<file path="config.mk">
export PLATFORM = sky130hd
export DESIGN_NAME = bitfield_unit
export DESIGN_NICKNAME = d
export VERILOG_FILES = /design/src/rtl/bf_pkg.sv /design/src/rtl/bf_decode.sv /design/src/rtl/bf_extract.sv /design/src/rtl/bf_insert.sv /design/src/rtl/bitfield_unit.sv
export SDC_FILE = /design/constraint.sdc
export NUM_CORES = 1
export LEC_CHECK = 0
export ABC_AREA = 1
export BUFFER_PORTS_ARGS = -buffer_cell sky130_fd_sc_hd__buf_4
export CAP_MARGIN = 20
export CORE_ASPECT_RATIO = 2
export CORE_MARGIN = 4
export CORE_UTILIZATION = 52
export CTS_CLUSTER_SIZE = 16
export DETAILED_ROUTE_END_ITERATION = 10
export PLACE_DENSITY = 0.79
export SLEW_MARGIN = 20
export SYNTH_ARGS = -nofsm -noshare
export SYNTH_HDL_FRONTEND = slang
export SYNTH_SLANG_ARGS = --single-unit
</file>
<file path="constraint.sdc">
create_clock -name clk -period 2.6 [get_ports clk]
set_input_delay 0.52 -clock clk [delete_from_list [all_inputs] [get_ports clk]]
set_output_delay 0.52 -clock clk [all_outputs]
set_load 0.02 [all_outputs]
</file>
<file path="src/rtl/bf_pkg.sv">
package bf_pkg;

    localparam int DATA_W  = 64;
    localparam int INSTR_W = 32;
    localparam int FLD_W   = 5;
    localparam int POS_W   = $clog2(DATA_W);
    localparam int HALF_W  = DATA_W / 2;

    localparam logic [5:0]       MAJOR_OP    = 6'b011100;
    localparam logic [FLD_W-1:0] SUB_EXTRACT = 5'b11101;
    localparam logic [FLD_W-1:0] SUB_INSERT  = 5'b11001;

    typedef enum logic [1:0] {
        BF_NONE    = 2'd0,
        BF_EXTRACT = 2'd1,
        BF_INSERT  = 2'd2
    } bf_kind_e;

    typedef struct packed {
        bf_kind_e         kind;
        logic             legal;
        logic [FLD_W-1:0] rt;
        logic [FLD_W-1:0] lenm1;
        logic [POS_W-1:0] pos;
    } bf_ctl_t;

    // Ones in bits 0..lenm1, zeros above.
    function automatic logic [DATA_W-1:0] low_mask(input logic [FLD_W-1:0] lenm1);
        logic [DATA_W-1:0] m;
        for (int i = 0; i < DATA_W; i++) begin
            m[i] = (32'(i) <= 32'(lenm1));
        end
        return m;
    endfunction

endpackage

</file>
<file path="src/rtl/bf_decode.sv">
module bf_decode
    import bf_pkg::*;
(
    input  logic [INSTR_W-1:0] instr,
    output bf_ctl_t            ctl
);
    logic [5:0]       major;
    logic [FLD_W-1:0] sub;
    logic             upper;
    logic [FLD_W-1:0] p_low;

    assign major = instr[31:26];
    assign sub   = instr[5:1];
    assign upper = instr[0];
    assign p_low = instr[10:6];

    always_comb begin
        ctl.rt    = instr[20:16];
        ctl.lenm1 = instr[15:11];
        ctl.pos   = POS_W'(p_low) + (upper ? POS_W'(HALF_W) : '0);
        ctl.kind  = BF_NONE;
        if (major == MAJOR_OP) begin
            if (sub == SUB_EXTRACT)     ctl.kind = BF_EXTRACT;
            else if (sub == SUB_INSERT) ctl.kind = BF_INSERT;
        end
        ctl.legal = (ctl.kind != BF_NONE);
    end

    // rs index in [25:21] is resolved by the register file outside this block
    logic [4:0] rs_unused;
    assign rs_unused = instr[25:21];
endmodule

</file>
<file path="src/rtl/bf_extract.sv">
module bf_extract
    import bf_pkg::*;
(
    input  logic [DATA_W-1:0] src,
    input  logic [POS_W-1:0]  pos,
    input  logic [FLD_W-1:0]  lenm1,
    output logic [DATA_W-1:0] res
);
    logic [DATA_W-1:0] aligned;
    logic [DATA_W-1:0] mask;
    logic [DATA_W-1:0] field;
    logic              sign;

    assign aligned = src >> pos;
    assign mask    = low_mask(lenm1);
    assign field   = aligned & mask;
    assign sign    = field[lenm1];

    for (genvar i = 0; i < DATA_W; i++) begin : g_fill
        assign res[i] = mask[i] ? field[i] : sign;
    end
endmodule

</file>
<file path="src/rtl/bf_insert.sv">
module bf_insert
    import bf_pkg::*;
(
    input  logic [DATA_W-1:0] src,
    input  logic [POS_W-1:0]  pos,
    input  logic [FLD_W-1:0]  lenm1,
    output logic [DATA_W-1:0] res
);
    logic [DATA_W-1:0] trimmed;

    assign trimmed = src & low_mask(lenm1);
    assign res     = trimmed << pos;
endmodule

</file>
<file path="src/rtl/bitfield_unit.sv">
module bitfield_unit
    import bf_pkg::*;
(
    input  logic                clk,
    input  logic                rst,
    input  logic                in_valid,
    input  logic [INSTR_W-1:0]  instr,
    input  logic [DATA_W-1:0]   src_val,
    output logic                out_valid,
    output logic                wr_en,
    output logic [FLD_W-1:0]    dst_idx,
    output logic [DATA_W-1:0]   result,
    output logic                illegal
);
    bf_ctl_t           ctl;
    logic [DATA_W-1:0] ext_res;
    logic [DATA_W-1:0] ins_res;
    logic [DATA_W-1:0] next_res;

    bf_decode u_dec (
        .instr (instr),
        .ctl   (ctl)
    );

    bf_extract u_ext (
        .src   (src_val),
        .pos   (ctl.pos),
        .lenm1 (ctl.lenm1),
        .res   (ext_res)
    );

    bf_insert u_ins (
        .src   (src_val),
        .pos   (ctl.pos),
        .lenm1 (ctl.lenm1),
        .res   (ins_res)
    );

    always_comb begin
        unique case (ctl.kind)
            BF_EXTRACT: next_res = ext_res;
            BF_INSERT:  next_res = ins_res;
            default:    next_res = '0;
        endcase
    end

    always_ff @(posedge clk) begin
        if (rst) begin
            out_valid <= 1'b0;
            wr_en     <= 1'b0;
            illegal   <= 1'b0;
        end else begin
            out_valid <= in_valid;
            wr_en     <= in_valid && ctl.legal && (ctl.rt != '0);
            illegal   <= in_valid && !ctl.legal;
        end
        dst_idx <= ctl.rt;
        result  <= next_res;
    end

    // Top source bit of the requested field, zero when it lies past bit 63
    logic [POS_W:0] top_idx;
    logic           src_sign;
    always_comb begin
        top_idx  = (POS_W+1)'(ctl.pos) + (POS_W+1)'(ctl.lenm1);
        src_sign = (top_idx < (POS_W+1)'(DATA_W)) ? src_val[top_idx[POS_W-1:0]] : 1'b0;
    end


    valid_follows_chk: assert property (@(posedge clk) disable iff (rst)
        in_valid |=> out_valid);


    idle_quiet_chk: assert property (@(posedge clk) disable iff (rst)
        !in_valid |=> (!out_valid && !wr_en && !illegal));


    write_or_illegal_chk: assert property (@(posedge clk) disable iff (rst)
        $onehot0({wr_en, illegal}));


    sign_fill_chk: assert property (@(posedge clk) disable iff (rst)
        (in_valid && ctl.kind == BF_EXTRACT && src_sign) |=> result[DATA_W-1]);


    insert_low_clear_chk: assert property (@(posedge clk) disable iff (rst)
        (in_valid && ctl.kind == BF_INSERT && ctl.pos != '0) |=> !result[0]);
endmodule

</file>
==> results.py, run 1 <==
metrics = {
    "placement": {
        "dp_hpwl_mm": 39.5,
        "gp_congestion": 1.22,
        "dp.cells": 2282,
        "dpl_worst_slack_ps": -622,
        "port-buffer-count": 165,
    },
    "die": {
        "ios": 171,
        "rows": 67,
        "start_util": 0.528,
        "die_w_um": 100,
        "die_h_um": 192,
    },
    "logic_synthesis": {
        "post_synth_instance_area_um2": 8810,
        "synth_fa_ha_area_frac": 0,
        "synth_area_per_cell_um2": 5.25,
        "synth_top_flop_cell": "dfxtp_1",
        "synthMuxAreaShare": 0.00909,
        "synth_compound_area_frac": 0.183,
        "yosysMostFrequentCell": "nand2_1",
        "synth_common_cells": "nand2_1 (581), nand3_1 (442), o21ai_0 (159)",
        "synth_area_leaders": "nand3_1 (25%), nand2_1 (25%), dfxtp_1 (16%)",
        "synth-simple-area-share": 0.544,
        "synth_top_area_frac": 0.251,
        "synth.distinct_cells": 37,
        "synth_top_family_by_area": "simple AND/OR/NAND/NOR gates",
        "yosysWarnings": 0,
        "seq_area_frac_synth": 0.164,
        "ys_async_sr_fraction": 0,
        "synth_enable_flop_cells": 0,
        "synth.ff_latch_count": 72,
        "syn-num-nets": 1777,
        "synthCells": 1678,
        "synthXorXnorAreaFrac": 0,
        "synth_area_leader_cell": "nand3_1",
    },
    "global_route": {
        "grt_max_degree": 57,
        "grtUsageTotal": 0.602,
        "grt_overflow_total": 55,
        "grt_pass1_wl_mm": 89.0,
        "grt_pass1_vias": 15100,
    },
    "cts": {
        "cts_buffers": 9,
        "cts_root_buffer": "clkbuf_16",
        "cts_sinks": 72,
        "holdBufCountCts": 0,
        "clock_path_buffers": 2,
        "htree_num_levels": 3,
    },
    "run_status": {
        "error": "[ERROR GRT-0116] Global routing finished with congestion. Check the congestion regions in the DRC Viewer.",
        "stop_stage": "global routing",
        "status": "aborted with a tool error",
    },
}
==> per-layer routing <==
metal | overflow | global-route usage
met5 | 0 | 0.0604
met4 | 34 | 0.706
met3 | 0 | 0.320
met2 | 21 | 0.868
met1 | 0 | 0.544
==> cell families after synthesis <==
family / count (synthesis)
buffers and inverters: 201
AND/OR/NAND/NOR: 1116
flip-flops: 72
AO/OA/AOI/OAI: 281
multiplexers: 8
==> through the flow <==
stage          area (um^2)   util  hold slack [ps]
3_5_place_dp         12600  0.757              635
4_1_cts              13300  0.795              288
2_1_floorplan         8810      -              548
3_3_place_gp         12600  0.757              634
==> repair_timing <==
item	in CTS
buffers inserted	7
cloned	2
pin swaps	8
endpoints found under the setup margin	63
gates resized for setup	82
==> run 2: changes to the inputs <==
Settings changed: CORE_ASPECT_RATIO 2 to not set, CORE_UTILIZATION 52 to 39, CTS_CLUSTER_SIZE 16 to not set, PLACE_DENSITY 0.79 to not set, PLACE_DENSITY_LB_ADDON set to 0.15.
Clock period 2.6 ns to 3.4 ns, I/O delays scaled along.
==> run 2 against run 1 <==
The run now ends clean. Synthesized cell count unchanged. Synthesized area unchanged.
==> results.py, run 2 <==
metrics = {
    "cts": {
        "cts_buffers": 9,
        "clock_path_buffers": 2,
        "cts_tree": "done",
        "cts_sinks": 72,
        "post_cts_resized": 0,
        "clk_transition_reported_paths_ps": 60,
        "cts_root_buffer": "clkbuf_16",
        "cts_setup_buffers": 0,
        "htree_num_levels": 3,
        "holdBufCountCts": 0,
    },
    "global_route": {
        "grt_max_degree": 94,
        "antenna_found_initial": 0,
        "grtUsageTotal": 0.338,
        "grt_overflow_total": 0,
        "grt_pass1_vias": 11700,
        "grt_pass1_wl_mm": 65.5,
    },
    "detailed_routing": {
        "drt_pass1_iterations": 6,
        "num_vias": 12700,
        "via_per_inst": 5.78,
        "ant_nets": 0,
        "routedWlPerCell_um": 19.8,
        "drc": 0,
        "first_iter_violations": 1384,
        "wl_mm": 43.6,
    },
    "timing": {
        "whs_ps": 459,
        "finalSetupViolations": 0,
        "fmax_mhz": 312,
        "finalHoldViolCount": 0,
        "postLayoutSetupSlackWorst_ps": 194,
        "worst_pin_slew_ps": 736,
        "setup-tns-final_ps": 0,
        "fin_crit_sh": 0.943,
        "relSlewSlack": 0.509,
        "rsz0062_at_grt": "no",
        "layout_min_cycle_time_ps": 3210,
        "slew_violations": 0,
    },
    "worst_hold_path": {
        "hp-class": "in -> reg",
    },
    "logic_synthesis": {
        "synth_top_area_frac": 0.251,
        "seq_area_frac_synth": 0.164,
        "synth_area_leader_cell": "nand3_1",
        "yosysMostFrequentCell": "nand2_1",
        "yosysWarnings": 0,
        "post_synth_instance_area_um2": 8810,
        "synthCells": 1678,
        "synth_top_flop_cell": "dfxtp_1",
        "synth.distinct_cells": 37,
        "synth_area_per_cell_um2": 5.25,
        "synth_enable_flop_cells": 0,
        "synth.ff_latch_count": 72,
        "synth_area_leaders": "nand3_1 (25%), nand2_1 (25%), dfxtp_1 (16%)",
        "ys_async_sr_fraction": 0,
        "synth_common_cells": "nand2_1 (581), nand3_1 (442), o21ai_0 (159)",
        "syn-num-nets": 1777,
    },
    "setup_path": {
        "endpoint": "result[29]",
        "crit_start": "instr[15]",
        "cp_data_required_time_ps": 3610,
        "crit_fanout": 11,
        "worstSetupStartpointType": "input port",
        "path_class": "in -> reg",
        "cp-end-kind": "register",
        "arrival_ps": 3410,
    },
    "final_layout": {
        "final_cell_mix": "nand2_1 (580), nand3_1 (442), buf_4 (338)",
        "multi_input_area_um2": 6490,
        "final_cell_area_um2": 11700,
        "drive_above_1_share": 0.203,
        "final_common_cell": "nand2_1",
        "ff_latch_area_um2": 1440,
        "antennaDiodeCount": 0,
        "regMostFlops": "result",
        "final_util": 0.532,
        "final_nets": 2015,
        "reg_top3": "result (64), dst_idx (5)",
        "finalNonFillerCells": 2201,
        "n_fill_cell": 2397,
        "syn_to_final_growth_pct": 33.1,
        "largest_reg_flops": 64,
    },
    "power_and_ir_drop": {
        "power_density_nw_per_um2": 288,
        "pwr-share-clk": 0.317,
        "p_total_mw": 3.38,
        "vdd_drop_max_mv": 0.226,
        "seq_power_share": 0.252,
        "p_sw_mw": 1.27,
        "netSwitchingFraction": 0.376,
        "intPower_mw": 2.11,
        "p_leak_nw": 5.91,
        "power_frac_comb": 0.431,
    },
    "run_status": {
        "status": "complete, no violations",
    },
    "placement": {
        "port-buffer-count": 165,
        "dpl_worst_slack_ps": -91.1,
        "dp.cells": 2185,
        "gp_congestion": 0.995,
        "dp_hpwl_mm": 35.7,
        "post_dp_cell_area_um2": 11400,
    },
    "die": {
        "core_um2": 22000,
        "die_w_um": 158,
        "ios": 171,
        "dieArea_um2": 25100,
        "start_util": 0.400,
        "rows": 54,
        "die_h_um": 158,
    },
    "flow_run": {
        "max-cap-violations": 0,
    },
}
## run 2: final cells by class
class,instances,area share
inverter,76,0.0245
sequential,72,0.123
clock buffer,10,0.0195
timing repair buffer,352,0.240
clock inverter,6,0.00982
multi-input combinational,1405,0.553
tap,280,0.0299
## run 2: power groups by stage
| stage | Sequential, mW | Combinational (mW) | Clock, mW |
|---|---|---|---|
| 2_1_floorplan | 0.875 | 0.784 | 0 |
| 3_3_place_gp | 0.868 | 1.42 | 0 |
| 3_5_place_dp | 0.868 | 1.42 | 0 |
| 4_1_cts | 0.850 | 1.43 | 1.08 |
| 5_1_grt | 0.850 | 1.59 | 1.13 |
| 6_report | 0.850 | 1.46 | 1.07 |
## run 2: per-layer routing
layer  global-route usage  wire, um  up-vias
met5                    0         0        -
met4                0.167      2550        0
met3               0.0247      2940      126
met2                0.596     21300      621
met1                0.416     16800     5797
li1                     -         -     6172
## run 2: how the worst min path moves through the flow
stage	start	to	cells past startpoint
after floorplan	instr[16]	dst_idx[0]	0
after global placement	instr[16]	dst_idx[0]	1
after detailed placement	instr[19]	dst_idx[3]	1
after CTS	instr[20]	dst_idx[4]	1
after global routing	instr[17]	dst_idx[1]	1
final	instr[20]	dst_idx[4]	1
## run 2: cell families (layout without fill, tap and decap cells)
family,Yosys count,after routing,synth area share
muxes,8,8,0.00909
and+or+nand+nor,1116,1116,0.544
DFF,72,72,0.164
buffers and inverters,201,444,0.100
AOI/OAI and AO/OA,281,281,0.183
## run 2: worst max-delay path, stage by stage
cell	delay, ps
buf_4	130
buf_4	180
nand2_1	170
nor2_1	80
inv_1	130
o21ai_0	230
nand3_1	120
o21ai_0	240
mux2i_1	280
nand2_1	70
o21ai_0	100
nand2_1	70
o21ai_0	230
o21ai_1	190
nand2_1	170
o21ai_0	100
o21bai_2	220
No activity file was read; power rests on OpenSTA's default activity.
